File: src/rtl/kvr_pkg.sv
package kvr_pkg;
  typedef enum logic [0:0] {
    PH_COLLECT = 1'b0,
    PH_DIVIDE  = 1'b1
  } phase_t;
endpackage

File: src/rtl/kvr_merge.sv
module kvr_merge #(
  parameter int MW   = 8,
  parameter int LIW  = 35,
  parameter int AIW  = 35,
  parameter int D    = 4,
  parameter int FRAC = 16
) (
  input  logic signed [MW-1:0] ma,
  input  logic [LIW-1:0]       la,
  input  logic [D*AIW-1:0]     aa,
  input  logic signed [MW-1:0] mb,
  input  logic [LIW-1:0]       lb,
  input  logic [D*AIW-1:0]     ab,
  output logic signed [MW-1:0] mo,
  output logic [LIW-1:0]       lo,
  output logic [D*AIW-1:0]     ao
);
  localparam int DW = MW + 1;

  function automatic logic [DW-1:0] exp_gap(input logic signed [MW-1:0] hi,
                                            input logic signed [MW-1:0] lw);
    logic signed [DW-1:0] hx;
    logic signed [DW-1:0] lx;
    hx = {hi[MW-1], hi};
    lx = {lw[MW-1], lw};
    return DW'(hx - lx);
  endfunction

  function automatic logic [LIW-1:0] shift_den(input logic [LIW-1:0] x,
                                               input logic [DW-1:0] d);
    if (int'(d) > FRAC) return '0;
    return x >> d;
  endfunction

  function automatic logic signed [AIW-1:0] shift_acc(input logic signed [AIW-1:0] x,
                                                      input logic [DW-1:0] d);
    if (int'(d) > FRAC) return '0;
    return x >>> d;
  endfunction

  logic [DW-1:0] gap_a;
  logic [DW-1:0] gap_b;

  always_comb begin
    mo    = (ma > mb) ? ma : mb;
    gap_a = exp_gap(mo, ma);
    gap_b = exp_gap(mo, mb);
    lo    = shift_den(la, gap_a) + shift_den(lb, gap_b);
  end

  for (genvar g = 0; g < D; g++) begin : g_lane
    logic signed [AIW-1:0] lane_a;
    logic signed [AIW-1:0] lane_b;
    assign lane_a = aa[g*AIW +: AIW];
    assign lane_b = ab[g*AIW +: AIW];
    assign ao[g*AIW +: AIW] = shift_acc(lane_a, gap_a) + shift_acc(lane_b, gap_b);
  end
endmodule

File: src/rtl/kvr_stack.sv
module kvr_stack #(
  parameter int MW   = 8,
  parameter int LW   = 16,
  parameter int AW   = 16,
  parameter int D    = 4,
  parameter int FRAC = 16,
  parameter int LVLS = 3,
  parameter int LIW  = LW + FRAC + LVLS,
  parameter int AIW  = AW + FRAC + LVLS
) (
  input  logic                 clk,
  input  logic                 rst_n,
  input  logic                 take,
  input  logic                 take_last,
  input  logic signed [MW-1:0] take_m,
  input  logic [LW-1:0]        take_l,
  input  logic [D*AW-1:0]      take_a,
  output logic                 busy,
  output logic                 root_v,
  output logic [LIW-1:0]       root_l,
  output logic [D*AIW-1:0]     root_a
);
  localparam int LB = $clog2(LVLS + 1);

  logic [LVLS-1:0]       slot_v;
  logic signed [MW-1:0]  slot_m [LVLS];
  logic [LIW-1:0]        slot_l [LVLS];
  logic [D*AIW-1:0]      slot_a [LVLS];

  logic                  carry_v;
  logic                  carry_last;
  logic [LB-1:0]         carry_lvl;
  logic signed [MW-1:0]  carry_m;
  logic [LIW-1:0]        carry_l;
  logic [D*AIW-1:0]      carry_a;

  logic [LIW-1:0]        wide_l;
  logic [D*AIW-1:0]      wide_a;

  logic [LB-1:0]         sel;
  logic                  lvl_ok;
  logic                  hit;
  logic                  upper_any;
  logic                  ev_merge;
  logic                  ev_store;
  logic                  ev_pass;
  logic                  ev_root;

  logic signed [MW-1:0]  mrg_m;
  logic [LIW-1:0]        mrg_l;
  logic [D*AIW-1:0]      mrg_a;

  function automatic logic [LIW-1:0] widen_den(input logic [LW-1:0] x);
    return LIW'(x) << FRAC;
  endfunction

  function automatic logic [AIW-1:0] widen_acc(input logic [AW-1:0] x);
    logic [AIW-1:0] sx;
    sx = {{(AIW-AW){x[AW-1]}}, x};
    return sx << FRAC;
  endfunction

  assign wide_l = widen_den(take_l);
  for (genvar g = 0; g < D; g++) begin : g_wide
    assign wide_a[g*AIW +: AIW] = widen_acc(take_a[g*AW +: AW]);
  end

  always_comb begin
    lvl_ok    = (int'(carry_lvl) < LVLS);
    sel       = lvl_ok ? carry_lvl : '0;
    hit       = lvl_ok && slot_v[sel];
    upper_any = 1'b0;
    for (int j = 0; j < LVLS; j++) begin
      if (slot_v[j] && (j >= int'(carry_lvl))) upper_any = 1'b1;
    end
    ev_merge = carry_v && hit;
    ev_store = carry_v && !hit && !carry_last;
    ev_pass  = carry_v && !hit && carry_last && upper_any;
    ev_root  = carry_v && !hit && carry_last && !upper_any;
  end

  kvr_merge #(
    .MW(MW), .LIW(LIW), .AIW(AIW), .D(D), .FRAC(FRAC)
  ) u_merge (
    .ma(slot_m[sel]), .la(slot_l[sel]), .aa(slot_a[sel]),
    .mb(carry_m),     .lb(carry_l),     .ab(carry_a),
    .mo(mrg_m),       .lo(mrg_l),       .ao(mrg_a)
  );

  always_ff @(posedge clk) begin
    if (!rst_n) begin
      slot_v     <= '0;
      carry_v    <= 1'b0;
      carry_last <= 1'b0;
      carry_lvl  <= '0;
      carry_m    <= '0;
      carry_l    <= '0;
      carry_a    <= '0;
      for (int j = 0; j < LVLS; j++) begin
        slot_m[j] <= '0;
        slot_l[j] <= '0;
        slot_a[j] <= '0;
      end
    end else if (take) begin
      carry_v    <= 1'b1;
      carry_last <= take_last;
      carry_lvl  <= '0;
      carry_m    <= take_m;
      carry_l    <= wide_l;
      carry_a    <= wide_a;
    end else if (ev_merge) begin
      carry_m     <= mrg_m;
      carry_l     <= mrg_l;
      carry_a     <= mrg_a;
      carry_lvl   <= carry_lvl + 1'b1;
      slot_v[sel] <= 1'b0;
    end else if (ev_store) begin
      slot_v[sel] <= 1'b1;
      slot_m[sel] <= carry_m;
      slot_l[sel] <= carry_l;
      slot_a[sel] <= carry_a;
      carry_v     <= 1'b0;
    end else if (ev_pass) begin
      carry_lvl <= carry_lvl + 1'b1;
    end else if (ev_root) begin
      carry_v <= 1'b0;
    end
  end

  assign busy   = carry_v;
  assign root_v = ev_root;
  assign root_l = carry_l;
  assign root_a = carry_a;


  no_overflow_chk: assert property (@(posedge clk) disable iff (!rst_n)
    (carry_v && !carry_last) |-> (int'(carry_lvl) < LVLS));


  merge_max_grows_chk: assert property (@(posedge clk) disable iff (!rst_n)
    ev_merge |=> (carry_m >= $past(carry_m)) && (carry_m >= $past(slot_m[sel])));


  take_when_idle_chk: assert property (@(posedge clk) disable iff (!rst_n)
    take |-> !carry_v);


  flush_empties_chk: assert property (@(posedge clk) disable iff (!rst_n)
    ev_root |-> (slot_v == '0));
endmodule

File: src/rtl/kvr_div.sv
module kvr_div #(
  parameter int LIW   = 35,
  parameter int AIW   = 35,
  parameter int D     = 4,
  parameter int OFRAC = 8,
  parameter int OW    = 32
) (
  input  logic             clk,
  input  logic             rst_n,
  input  logic             start,
  input  logic [LIW-1:0]   den,
  input  logic [D*AIW-1:0] num,
  output logic             busy,
  output logic             done,
  output logic [D*OW-1:0]  quo_flat
);
  localparam int NW = AIW + OFRAC;
  localparam int KB = (D > 1) ? $clog2(D) : 1;
  localparam int CB = $clog2(NW + 1);

  logic [LIW-1:0]   den_r;
  logic [D*AIW-1:0] num_r;
  logic [KB-1:0]    k;
  logic [CB-1:0]    cnt;
  logic [LIW-1:0]   rem;
  logic [NW-1:0]    shr;
  logic [NW-1:0]    quo;
  logic             neg;

  logic [LIW:0]     rem_sh;
  logic             ge;
  logic [LIW:0]     rem_nx;
  logic [NW-1:0]    q_nx;
  logic             last_bit;
  logic [OW-1:0]    lane_res;

  function automatic logic [AIW-1:0] magnitude(input logic [AIW-1:0] v);
    return v[AIW-1] ? (~v + 1'b1) : v;
  endfunction

  function automatic logic [OW-1:0] signed_result(input logic [NW-1:0] q,
                                                  input logic n,
                                                  input logic zero_den);
    logic signed [NW:0] sv;
    sv = $signed({1'b0, q});
    if (n) sv = -sv;
    if (zero_den) return '0;
    return OW'(sv);
  endfunction

  always_comb begin
    rem_sh   = {rem, shr[NW-1]};
    ge       = (rem_sh >= {1'b0, den_r});
    rem_nx   = ge ? (rem_sh - {1'b0, den_r}) : rem_sh;
    q_nx     = {quo[NW-2:0], ge};
    last_bit = (int'(cnt) == NW - 1);
    lane_res = signed_result(q_nx, neg, den_r == '0);
  end

  always_ff @(posedge clk) begin
    if (!rst_n) begin
      busy     <= 1'b0;
      done     <= 1'b0;
      quo_flat <= '0;
      den_r    <= '0;
      num_r    <= '0;
      k        <= '0;
      cnt      <= '0;
      rem      <= '0;
      shr      <= '0;
      quo      <= '0;
      neg      <= 1'b0;
    end else begin
      done <= 1'b0;
      if (start) begin
        busy  <= 1'b1;
        den_r <= den;
        num_r <= num;
        k     <= '0;
        cnt   <= '0;
        rem   <= '0;
        quo   <= '0;
        neg   <= num[AIW-1];
        shr   <= {magnitude(num[AIW-1:0]), {OFRAC{1'b0}}};
      end else if (busy) begin
        if (!last_bit) begin
          rem <= rem_nx[LIW-1:0];
          shr <= shr << 1;
          quo <= q_nx;
          cnt <= cnt + 1'b1;
        end else begin
          quo_flat[int'(k)*OW +: OW] <= lane_res;
          if (int'(k) == D - 1) begin
            busy <= 1'b0;
            done <= 1'b1;
          end else begin
            k   <= k + 1'b1;
            cnt <= '0;
            rem <= '0;
            quo <= '0;
            neg <= num_r[(int'(k)+1)*AIW + AIW - 1];
            shr <= {magnitude(num_r[(int'(k)+1)*AIW +: AIW]), {OFRAC{1'b0}}};
          end
        end
      end
    end
  end


  no_restart_chk: assert property (@(posedge clk) disable iff (!rst_n)
    start |-> !busy);


  lane_bound_chk: assert property (@(posedge clk) disable iff (!rst_n)
    busy |-> (int'(k) < D));


  done_after_busy_chk: assert property (@(posedge clk) disable iff (!rst_n)
    done |-> $past(busy) && !busy);
endmodule

File: src/rtl/kvr_reduce.sv
module kvr_reduce #(
  parameter int MW    = 8,
  parameter int LW    = 16,
  parameter int AW    = 16,
  parameter int D     = 4,
  parameter int FRAC  = 16,
  parameter int LVLS  = 3,
  parameter int OFRAC = 8,
  parameter int OW    = 32
) (
  input  logic                 clk,
  input  logic                 rst_n,
  input  logic                 in_valid,
  output logic                 in_ready,
  input  logic                 in_last,
  input  logic signed [MW-1:0] in_max,
  input  logic [LW-1:0]        in_den,
  input  logic [D*AW-1:0]      in_acc,
  output logic                 out_valid,
  output logic [D*OW-1:0]      out_o
);
  import kvr_pkg::*;

  localparam int LIW = LW + FRAC + LVLS;
  localparam int AIW = AW + FRAC + LVLS;

  phase_t            ph_q;
  logic              take;
  logic              stack_busy;
  logic              root_v;
  logic [LIW-1:0]    root_l;
  logic [D*AIW-1:0]  root_a;
  logic              div_busy;
  logic              div_done;
  logic [D*OW-1:0]   div_q;

  assign in_ready = (ph_q == PH_COLLECT) && !stack_busy;
  assign take     = in_valid && in_ready;

  kvr_stack #(
    .MW(MW), .LW(LW), .AW(AW), .D(D), .FRAC(FRAC), .LVLS(LVLS),
    .LIW(LIW), .AIW(AIW)
  ) u_stack (
    .clk(clk), .rst_n(rst_n),
    .take(take), .take_last(in_last), .take_m(in_max),
    .take_l(in_den), .take_a(in_acc),
    .busy(stack_busy), .root_v(root_v), .root_l(root_l), .root_a(root_a)
  );

  kvr_div #(
    .LIW(LIW), .AIW(AIW), .D(D), .OFRAC(OFRAC), .OW(OW)
  ) u_div (
    .clk(clk), .rst_n(rst_n),
    .start(root_v), .den(root_l), .num(root_a),
    .busy(div_busy), .done(div_done), .quo_flat(div_q)
  );

  always_ff @(posedge clk) begin
    if (!rst_n) begin
      ph_q      <= PH_COLLECT;
      out_valid <= 1'b0;
      out_o     <= '0;
    end else begin
      out_valid <= div_done;
      if (div_done) out_o <= div_q;
      if (root_v) ph_q <= PH_DIVIDE;
      else if (div_done) ph_q <= PH_COLLECT;
    end
  end


  ready_drop_chk: assert property (@(posedge clk) disable iff (!rst_n)
    (in_valid && in_ready && in_last) |=> !in_ready);


  divide_blocks_input_chk: assert property (@(posedge clk) disable iff (!rst_n)
    div_busy |-> !in_ready);


  single_pulse_chk: assert property (@(posedge clk) disable iff (!rst_n)
    out_valid |=> !out_valid);


  hold_output_chk: assert property (@(posedge clk) disable iff (!rst_n)
    !out_valid |-> $stable(out_o));
endmodule

File: config.mk
export PLATFORM = sky130hd
export DESIGN_NAME = kvr_reduce
export DESIGN_NICKNAME = d
export VERILOG_FILES = /design/src/rtl/kvr_pkg.sv /design/src/rtl/kvr_merge.sv /design/src/rtl/kvr_stack.sv /design/src/rtl/kvr_div.sv /design/src/rtl/kvr_reduce.sv
export SDC_FILE = /design/constraint.sdc
export NUM_CORES = 2
export LEC_CHECK = 0
export BUFFER_PORTS_ARGS = -buffer_cell sky130_fd_sc_hd__buf_2
export CAP_MARGIN = 10
export CORE_MARGIN = 2
export CORE_UTILIZATION = 30
export DETAILED_ROUTE_END_ITERATION = 10
export RECOVER_POWER = 100
export SETUP_SLACK_MARGIN = 0.4
export SLEW_MARGIN = 40
export SYNTH_ARGS = -nofsm -noshare
export SYNTH_HDL_FRONTEND = slang
export SYNTH_SLANG_ARGS = --single-unit
File: constraint.sdc
create_clock -name clk -period 29.4 [get_ports clk]
set_input_delay 8.82 -clock clk [delete_from_list [all_inputs] [get_ports clk]]
set_output_delay 8.82 -clock clk [all_outputs]
set_load 0.01 [all_outputs]
==> parameters.txt <==
Parameter                              Value

Status
  Status ... complete, but fails checks
  Violations in the final reports ... max-capacitance violations, max-slew violations

Clocking
  Clk buf depth ... 4
  CTS tree ... yes
  Clock buffers created by TritonCTS ... 173
  Post-CTS setup buffers ... 0
  CTS clock-pin slew for the worst setup and hold paths ... 0.06 ns
  Clock tree sinks ... 1467
  Cell at the root of the clock tree ... sky130_fd_sc_hd__clkbuf_16
  Number of hold buffers added after cts ... 0
  CTS resizes ... 0
  Total number of H-tree levels ... 4
  Clk Latency, worst-skew pair ... 0.88 ns

Drt
  Post-detailed-route count of antenna-violating nets ... 0
  Initial DRC count ... 12100
  Post-DR wirelength/cell ... 27.2 um
  Wire length after detailed routing ... 409000 um
  Total DRC errors in the routed layout ... 0
  Router iterations before antenna repair ... 8
  Via count ... 89800
  Via density per instance ... 5.97

Finish
  Share of final-layout standard cells stronger than drive strength 1 ... 11.8%
  Number of fill cells ... 34300
  Area overhead of the layout relative to synthesis ... 10.8%
  Fin nets ... 10900
  Final design area excluding fillers ... 110000 um2

Synth
  Sequential-to-total area share from yosys stat ... 36.9%
  Warnings from Yosys ... 0
  Leading register cell type out of synthesis ... sky130_fd_sc_hd__dfxtp_1
  Number of flip-flops and latches in the synthesized netlist ... 1467
  Share of synthesized registers carrying an async set or reset ... 0%
  Synth unique cells ... 95
  Number of enable-type register cells in the synthesized netlist ... 732
  Cell Area, Synth ... 99500 um2
  Number of instances in the synthesized netlist ... 10800
  Per-instance average area after synthesis ... 9.17 um2
  Syn_nets ... 11200

STA
  Setup WS post-layout ... 8.48 ns
  Final setup viols ... 0
  Slew of the pin with the lowest slew margin ... 7.46 ns
  Number of max-slew violations in the final report ... 2202
  Clock skew after layout ... 0.0893 ns
  Worst slew margin relative to its limit ... -397%
  Fmax ... 0.0478 GHz
  Fin Setup TNS ... 0 ns
  Setup repair after global routing missed its margin ... no
  Final clock period utilization by the worst path ... 71.2%
  Crit path time final ... 20.92 ns
  Hold violation count in the final report ... 0

Die
  Std cell rows ... 211
  Vertical die dimension ... 580 um
  Die area ... 336000 um2
  Die Width ... 580 um
  Initial cell density of the core ... 30.1%
  Placeable Area ... 330000 um2
  Number of ports placed on the die boundary ... 222

Setup path
  Crit path cell chain ... clkbuf_1 > and3_1 > nand2_1 > nand2_1 > clkbuf_1 > clkbuf_1 > clkbuf_1 > clkbuf_1
  Worst EP arrival ... 21.34 ns
  Startpoint type of the worst setup path ... input pin
  Endpoint kind of the worst setup timing path ... flip-flop
  Largest fanout on the critical path ... 57
  Required time at the worst-slack endpoint ... 29.82 ns
  Worst path slowest cell ... sky130_fd_sc_hd__nand2_1
  Critical path class ... input pin to flip-flop
  Total buffers and inverters traversed by the critical path ... 5
  Cell type with the highest occurrence count on the critical path ... sky130_fd_sc_hd__clkbuf_1
  Maximum cell stage delay along the critical path ... 2.39 ns
  Top cell family by delay on the critical path ... buffers and inverters

Power
  Internal power consumption ... 0.00413 W
  Overall power after layout ... 0.00678 W
  Switching power of the nets ... 0.00265 W
  Max rail drop VDD ... 0.0000813 V
  Part of the total power dissipated in combinational logic ... 34.9%
  Part of the power in registers ... 33.1%
  Switching portion of total power ... 39.1%
  Leakage dissipation ... 40.6 nW
  Clock Power Share ... 32.1%
  P per Cell Area ... 61.5 nW/um2

Place
  Cell Area, Placed ... 105000 um2
  Dpl hpwl ... 293000 um
  I/O Buffers ... 221
  Setup slack after placement ... 15.72 ns
  GPL Wtd Cong ... 1.05

Global route
  Gr ovfl total ... 0
  Vias in the first global route ... 83600
  Pin count of the biggest net entering global routing ... 168
  Initial antenna violation count ... 31
  Total track usage ... 23.3%
  Wire length of the first global-routing pass ... 592000 um

Min path
  Path class of the lowest-slack min-delay path ... flip-flop to flip-flop

Flow run
  Maximum capacitance violations ... 40
## flip-flops by register name (all words and copies together) (netlist names), 31 cells and up, named ones only
signal / count
u_stack.slot_a: 560
u_div.num_r: 140
u_stack.root_a: 140
u_stack.slot_l: 140
out_o: 128
u_div.quo_flat: 128
u_div.den_r: 35
u_div.rem: 35
u_div.shr: 35
u_stack.root_l: 35
u_stack.slot_m: 32
u_div.quo: 31
## worst min-delay path: stages, from the launching register on
cell,delay (ns)
sky130_fd_sc_hd__dfxtp_1,0.31
sky130_fd_sc_hd__nand2_1,0.05
sky130_fd_sc_hd__a21oi_1,0.05
## cells in the final DEF, fill, tap and decap left out, types with 138 or more instances in the layout
cell                        count
sky130_fd_sc_hd__nand2_1     1512
sky130_fd_sc_hd__nor2_1      1036
sky130_fd_sc_hd__a21oi_1      970
sky130_fd_sc_hd__dfxtp_1      732
sky130_fd_sc_hd__edfxtp_1     732
sky130_fd_sc_hd__mux2i_1      585
sky130_fd_sc_hd__mux4_2       505
sky130_fd_sc_hd__o21ai_0      456
sky130_fd_sc_hd__and3_1       399
sky130_fd_sc_hd__ha_1         242
sky130_fd_sc_hd__clkbuf_1     215
sky130_fd_sc_hd__a211oi_1     193
sky130_fd_sc_hd__clkbuf_16    177
sky130_fd_sc_hd__a31oi_1      172
sky130_fd_sc_hd__a22oi_1      155
sky130_fd_sc_hd__buf_4        153
sky130_fd_sc_hd__nand3_1      147
sky130_fd_sc_hd__inv_1        145
sky130_fd_sc_hd__xnor2_1      145
sky130_fd_sc_hd__nor3_1       143
sky130_fd_sc_hd__a21o_1       142
sky130_fd_sc_hd__and2_1       138
## metal layers
metal | vias to the layer above | track usage (%) | wire, um
li1 | 39500 | - | -
met1 | 44400 | 31.5 | 168000
met2 | 4846 | 35.6 | 178000
met3 | 1035 | 4.93 | 41300
met4 | 18 | 10.0 | 21500
met5 | - | 0 | 121
## power by group through the flow
stage                     combinational (W)  sequential [W]  clock [W]
after global routing                0.00246         0.00224    0.00228
after CTS                           0.00226         0.00223    0.00220
after floorplan                     0.00147         0.00225          0
after detailed placement            0.00225         0.00228          0
after global placement              0.00225         0.00228          0
final                               0.00236         0.00224    0.00217
## synthesized netlist by cell type (all sizes together) (148+ instances only)
library cell | count | share of area, %
mux4 | 510 | 12
nand2 | 1518 | 5.7
dfxtp | 735 | 15
ha | 249 | 3.1
o21ai | 473 | 2.4
mux2i | 586 | 5.9
a21oi | 977 | 4.9
and2 | 241 | 1.5
a211oi | 196 | 1.5
nand3 | 148 | 0.74
nor2 | 1052 | 4.0
edfxtp | 732 | 22
clkbuf | 741 | 2.8
and3 | 399 | 2.5
nor3 | 153 | 0.77
inv | 152 | 0.57
xnor2 | 156 | 1.4
a22oi | 155 | 1.2
buf | 203 | 0.92
a31oi | 173 | 1.1
## area by class of cell
class / instances / area, um2 / share of cell area [%]
Multi-Input combinational cell: 8280 / 59100 / 53.6
Sequential cell: 1467 / 36700 / 33.3
Tap cell: 4366 / 5460 / 4.96
Clock buffer: 232 / 4840 / 4.39
Timing Repair Buffer: 448 / 2690 / 2.44
Clock inverter: 78 / 815 / 0.739
Inverter: 155 / 591 / 0.536
Antenna cell: 10 / 25.0 / 0.0227
## stage by stage
step	instances	hold WS (ns)	utilization (%)
final	15000	0.453	33.4
after global routing	15000	0.471	33.4
after CTS	15000	0.456	33.5
after detailed placement	14700	0.445	31.8
after global placement	14700	0.435	31.7
after floorplan	10800	0.403	-
## worst paths after layout
path | from | endpoint | slack (ns) | depth (start not counted)
worst max register to register | u_stack.carry_lvl[0] | u_stack.root_a[69] | 10.51 | 45
worst min-delay path | u_div.quo_flat[99] | u_div.quo_flat[99] | 0.45 | 2
worst min register to register | u_div.quo_flat[99] | u_div.quo_flat[99] | 0.45 | 2
worst max-delay path | rst_n | u_stack.slot_l[2][16] | 8.48 | 8
## cells by family (layout without fill, tap and decap cells)
| group | after synthesis | after routing | share of synthesized area, % |
|---|---|---|---|
| and+or+nand+nor | 3779 | 3779 | 17.1 |
| AOI/OAI and AO/OA | 2784 | 2784 | 17.6 |
| DFF | 1467 | 1467 | 36.9 |
| muxes | 1180 | 1180 | 18.4 |
| buffers and inverters | 1099 | 913 | 4.30 |
| xor gates and xnor gates | 280 | 280 | 2.47 |
| adders and majority gates | 257 | 257 | 3.29 |
| other | 0 | 10 | 0 |
Power figures use the tool's default switching activity.
